$ cat config.mk
export PLATFORM = sky130hd
export DESIGN_NAME = reload_timer8
export DESIGN_NICKNAME = d
export VERILOG_FILES = /design/src/rtl/itimer_pkg.sv /design/src/rtl/itimer_src_sel.sv /design/src/rtl/itimer_counter.sv /design/src/rtl/itimer_flag.sv /design/src/rtl/reload_timer8.sv
export SDC_FILE = /design/constraint.sdc
export NUM_CORES = 1
export LEC_CHECK = 0
export BUFFER_PORTS_ARGS = -buffer_cell sky130_fd_sc_hd__buf_2
export CORE_MARGIN = 4
export CORE_UTILIZATION = 50
export CTS_CLUSTER_DIAMETER = 40
export DETAILED_ROUTE_END_ITERATION = 10
export PLACE_DENSITY_LB_ADDON = 0.12
export SYNTH_ARGS = -nofsm -noshare
export SYNTH_HDL_FRONTEND = slang
export SYNTH_HIERARCHICAL = 1
export SYNTH_SLANG_ARGS = --single-unit
export TNS_END_PERCENT = 30
$ cat constraint.sdc
create_clock -name clk -period 2.5 [get_ports clk]
set_input_delay 0.375 -clock clk [delete_from_list [all_inputs] [get_ports clk]]
set_output_delay 0.375 -clock clk [all_outputs]
set_load 0.005 [all_outputs]
$ cat src/rtl/itimer_pkg.sv
// Package: shared defaults and the counter action encoding for the interval timer.
// Assumes: nothing; pure type and constant definitions.
package itimer_pkg;
    localparam int unsigned CNT_W_DEF = 8;
    localparam int unsigned NSRC_DEF  = 4;

    // Next-state action chosen for the down counter each cycle.
    typedef enum logic [1:0] {
        ACT_HOLD   = 2'd0,
        ACT_LOAD   = 2'd1,
        ACT_DEC    = 2'd2,
        ACT_RELOAD = 2'd3
    } cnt_act_e;
endpackage

$ cat src/rtl/itimer_src_sel.sv
// Module: picks one of NSRC count-source pulses and gates it with the run bit.
// Assumes: source pulses are single-cycle enables on the system clock;
//          a select value at or above NSRC selects no source.
module itimer_src_sel #(
    parameter int unsigned NSRC  = 4,
    parameter int unsigned SEL_W = (NSRC > 1) ? $clog2(NSRC) : 1
) (
    input  logic             run_en,
    input  logic [SEL_W-1:0] src_sel,
    input  logic [NSRC-1:0]  src_pulse,
    output logic             tick
);
    logic [NSRC-1:0] hit;

    // One-hot match of the select value against each source index.
    genvar gi;
    generate
        for (gi = 0; gi < NSRC; gi++) begin : g_src
            assign hit[gi] = (src_sel == SEL_W'(gi)) & src_pulse[gi];
        end
    endgenerate

    // Count tick: a selected pulse while running.
    always_comb begin
        tick = run_en & (|hit);
    end
endmodule

$ cat src/rtl/itimer_counter.sv
// Module: down counter with reload register and underflow detection.
// Assumes: tick is already gated by the run bit; a write while stopped loads
//          both registers, a write while running loads only the reload register.
module itimer_counter
    import itimer_pkg::*;
#(
    parameter int unsigned CNT_W = 8
) (
    input  logic             clk,
    input  logic             rst_n,
    input  logic             run_en,
    input  logic             tick,
    input  logic             wr_en,
    input  logic [CNT_W-1:0] wr_data,
    output logic [CNT_W-1:0] cnt_q,
    output logic [CNT_W-1:0] rld_q,
    output logic             uflow
);
    localparam logic [CNT_W-1:0] ZERO = '0;
    localparam logic [CNT_W-1:0] ONE  = {{(CNT_W-1){1'b0}}, 1'b1};

    cnt_act_e act;

    // Underflow: a tick arriving while the counter already holds zero.
    always_comb begin
        uflow = tick & (cnt_q == ZERO);
    end

    // Choose the counter action for this cycle.
    always_comb begin
        if (!run_en && wr_en)  act = ACT_LOAD;
        else if (uflow)        act = ACT_RELOAD;
        else if (tick)         act = ACT_DEC;
        else                   act = ACT_HOLD;
    end

    // Counter register update.
    always_ff @(posedge clk) begin
        if (!rst_n) begin
            cnt_q <= ZERO;
        end else begin
            unique case (act)
                ACT_LOAD:   cnt_q <= wr_data;
                ACT_RELOAD: cnt_q <= rld_q;
                ACT_DEC:    cnt_q <= cnt_q - ONE;
                default:    cnt_q <= cnt_q;
            endcase
        end
    end

    // Reload register: every write lands here, running or not.
    always_ff @(posedge clk) begin
        if (!rst_n) begin
            rld_q <= ZERO;
        end else if (wr_en) begin
            rld_q <= wr_data;
        end
    end
endmodule

$ cat src/rtl/itimer_flag.sv
// Module: interrupt request flag, set by underflow, cleared by acceptance.
// Assumes: set and clear are single-cycle; set wins when both are present.
module itimer_flag (
    input  logic clk,
    input  logic rst_n,
    input  logic set_i,
    input  logic clr_i,
    output logic flag_q
);
    // Flag register with set priority over clear.
    always_ff @(posedge clk) begin
        if (!rst_n)      flag_q <= 1'b0;
        else if (set_i)  flag_q <= 1'b1;
        else if (clr_i)  flag_q <= 1'b0;
    end
endmodule

$ cat src/rtl/reload_timer8.sv
// Module: auto-reload interval timer top; an underflow every n+1 selected pulses.
// Assumes: one system clock; sources are single-cycle enables; read-back is
//          meaningful only while run_en is low.
module reload_timer8
    import itimer_pkg::*;
#(
    parameter int unsigned CNT_W = CNT_W_DEF,
    parameter int unsigned NSRC  = NSRC_DEF,
    localparam int unsigned SEL_W = (NSRC > 1) ? $clog2(NSRC) : 1
) (
    input  logic             clk,
    input  logic             rst_n,
    input  logic             run_en,
    input  logic [SEL_W-1:0] src_sel,
    input  logic [NSRC-1:0]  src_pulse,
    input  logic             wr_en,
    input  logic [CNT_W-1:0] wr_data,
    input  logic             flag_clr,
    output logic [CNT_W-1:0] count_q,
    output logic             irq_flag
);
    logic             tick;
    logic             uflow;
    logic [CNT_W-1:0] cnt_q;
    logic [CNT_W-1:0] rld_q;

    itimer_src_sel #(.NSRC(NSRC), .SEL_W(SEL_W)) src_i (
        .run_en    (run_en),
        .src_sel   (src_sel),
        .src_pulse (src_pulse),
        .tick      (tick)
    );

    itimer_counter #(.CNT_W(CNT_W)) cnt_i (
        .clk     (clk),
        .rst_n   (rst_n),
        .run_en  (run_en),
        .tick    (tick),
        .wr_en   (wr_en),
        .wr_data (wr_data),
        .cnt_q   (cnt_q),
        .rld_q   (rld_q),
        .uflow   (uflow)
    );

    itimer_flag flag_i (
        .clk    (clk),
        .rst_n  (rst_n),
        .set_i  (uflow),
        .clr_i  (flag_clr),
        .flag_q (irq_flag)
    );

    // Read-back path straight from the counter.
    always_comb begin
        count_q = cnt_q;
    end
endmodule

==> summary.txt <==
PortBufs - 27
first-pass GRT wire length - 4050 µm
CTS resizes - 0
vias post-DR - 949
CP endpoint kind - flip-flop
Die Width - 53.6 µm
FMAX - 0.526 GHz
CP Max Fanout - 7
drt initial violations - 29
Final TNS setup - 0 ps
CP arrival - 2080 ps
met2 wire length - 1100 µm
area grow syn2layout - 16.1%
largest net degree at the start of global routing - 18
core area - 1960 µm²
Slew headroom - 65.8%
Inserted Clock Buffers - 3
Leak Pwr - 0.520 nW
Non-Filler Instances - 165
Clk Latency, worst-skew pair - 290 ps
Worst-path clk slew - 100 ps
dpl ws - 574 ps
Placed Cells - 161
final hold violation count - 0
drt wl/cell - 14.4 µm
Yosys top cell by area - dfxtp_1
Via density - 5.75
number of max-cap violations - 0
Top Metal Used - met4
Yosys Warn Count - 6
H-tree depth - 1
RD Place Congestion - 0.871
syn nets - 134
detailed placement HPWL - 1750 µm
Setup Buffers After CTS - 0
RSZ-0062 raised after global routing - no
Tot GR Track Use - 19.1%
Min-Delay Endpoint - cnt_i/rld_q[1]$_SDFFE_PN0P_
GRT overflow - 0
Hold Buf Count CTS - 0
Worst EP required - 2680 ps
CTS root buf - clkbuf_4
reg2reg end - cnt_i/cnt_q[1]$_SDFFE_PN0P_
hold path start - wr_data[1]
final setup fails - 0
reg2reg setup slack - 600 ps
r2r worst-path depth - 6
Slew Viols, Final - 0
antenna violations before repair - 0
Detailed Routing Iterations Pass 1 - 4
share of layout cells above drive strength 1 - 26.8%
ANT nets after route - 0
Tightest Pin Transition - 510 ps
# DRC - 0
Synth area leaders - dfxtp_1 (33%), mux2i_1 (11%), nor2b_1 (5.4%)
CP Launch Type - flip-flop
Post-Syn Area - 1040 µm²
status - complete, no violations
die height - 53.6 µm
worst min path class - primary input to flip-flop
Worst VDD drop - 317 µV
Unique masters post-synth - 39
Critical R2R Launch - cnt_i/cnt_q[0]$_SDFFE_PN0P_
met1 WL - 1110 µm
Final nets - 160
Overall Power - 0.688 mW
register area share after synthesis - 32.7%
WHS Path Cells - 3
final worst slack - 601 ps
minimum clock period - 1900 ps
period utilization - 76.0%
Top-Level Pins - 28
Yosys reg bits - 17
post-synthesis area per instance - 9.21 µm²
power per cell area - 569 nW/µm²
WL met3 - 147 µm
TritonCTS clock tree - yes
Routed WL - 2370 µm
FP Rows - 16
clock buffer depth - 2
Die ar. - 2880 µm²
Crit Path Category - flip-flop to flip-flop
top cell type's share of synthesized area - 32.7%
vias in the first global route - 901
hold slack - 361 ps
Starting Density - 53.1%
# clock sinks - 17
diode count - 0
Mapped Cells - 113
Final Skew - 4.72 ps
==> cell usage after synthesis <==
master	n
o211ai_1	4
nor3b_2	1
mux2i_1	11
inv_1	3
xor2_1	2
o21a_1	2
nand2b_1	3
and4b_1	1
and2_1	3
a21oi_1	5
clkbuf_1	4
o221ai_1	1
buf_2	1
a211oi_1	2
mux4_2	1
o21ai_0	2
or3_1	5
nor2b_4	1
o2bb2ai_1	1
nand2_1	2
o221a_2	1
a221oi_1	1
a31oi_1	1
buf_4	1
ha_1	2
nor3b_1	2
o311ai_2	1
o221a_1	1
nor4_4	1
a21boi_1	1
nor3_1	5
nand3_1	2
nand3b_1	1
or4_4	1
dfxtp_1	17
nor2_1	7
and3_1	2
a21boi_0	2
nor2b_1	9
==> stage by stage <==
step                      utilization [%]  instance area (µm²)
final                                61.6                 1210
after global routing                 61.6                 1210
after CTS                            61.6                 1210
after detailed placement             60.3                 1180
after global placement               60.3                 1180
after floorplan                         -                 1040
==> critical path, cell delays in order (launching register included) <==
cell	delay, ps
dfxtp_1	360
inv_1	110
ha_1	170
nor3b_2	400
and2_1	410
mux2i_1	240
a21oi_1	80
==> report_power, final <==
| part | switching, mW | total (mW) | internal [mW] | leakage, nW |
|---|---|---|---|---|
| registers | 0.0310 | 0.325 | 0.294 | 0.141 |
| logic | 0.108 | 0.213 | 0.105 | 0.364 |
| clock network | 0.0878 | 0.150 | 0.0620 | 0.0150 |
==> placed cells by master, fill, tap and decap left out, types with 2 or more instances in the layout <==
cell type and count:
nand2b_1 3, buf_2 27, dfxtp_1 17, o21a_1 2, nand2_1 2, and3_1 2, nor2b_1 9, ha_1 2
a211oi_1 2, nor3b_1 2, o21ai_0 2, and2_1 3, nor2_1 7, a21oi_1 5, o211ai_1 4, nand3_1 2
a21boi_0 2, inv_1 3, clkbuf_4 3, xor2_1 2, mux2i_1 11, nor3_1 5, or3_1 5
==> state kept, by name, summed over array words and instances (netlist names) <==
signal,flops
flag_i/flag_q,1
cnt_i/rld_q,8
cnt_i/cnt_q,8
==> how the worst max path moves through the flow <==
| stage | to | slack, ps | cells after the start | startpoint |
|---|---|---|---|---|
| after floorplan | cnt_i/cnt_q[6]$_SDFFE_PN0P_ | 710 | 6 | src_sel[1] |
| after global placement | cnt_i/cnt_q[0]$_SDFFE_PN0P_ | 610 | 6 | src_sel[1] |
| after detailed placement | cnt_i/cnt_q[6]$_SDFFE_PN0P_ | 570 | 6 | src_sel[1] |
| after CTS | cnt_i/cnt_q[1]$_SDFFE_PN0P_ | 590 | 6 | cnt_i/cnt_q[0]$_SDFFE_PN0P_ |
| after global routing | cnt_i/cnt_q[6]$_SDFFE_PN0P_ | 400 | 6 | cnt_i/cnt_q[0]$_SDFFE_PN0P_ |
| final | cnt_i/cnt_q[1]$_SDFFE_PN0P_ | 600 | 6 | cnt_i/cnt_q[0]$_SDFFE_PN0P_ |
==> per-layer routing <==
| layer | up-vias | GRT usage [%] |
|---|---|---|
| li1 | 467 | - |
| met1 | 445 | 25.3 |
| met2 | 35 | 30.4 |
| met3 | 2 | 2.49 |
| met4 | 0 | 9.36 |
| met5 | - | 0 |
==> final cells by class <==
type                       count  area, µm²
clock buffer                   4       26.3
fill                         202        753
inverter                       3       11.3
multi-input combinational     87        662
sequential                    17        340
tap                           27       33.8
timing repair buffer          27        135
==> cell families (layout without fill, tap and decap cells) <==
| logic type | count (synthesis) | count (layout) | synth area share (%) |
|---|---|---|---|
| buf+inv | 9 | 34 | 3.73 |
| flops | 17 | 17 | 32.7 |
| mux | 12 | 12 | 12.7 |
| simple gates | 46 | 46 | 28.6 |
| xor+xnor | 2 | 2 | 1.68 |
| compound gates | 25 | 25 | 18.1 |
| fa+ha+maj | 2 | 2 | 2.40 |
(Power assumes the default switching activity.)
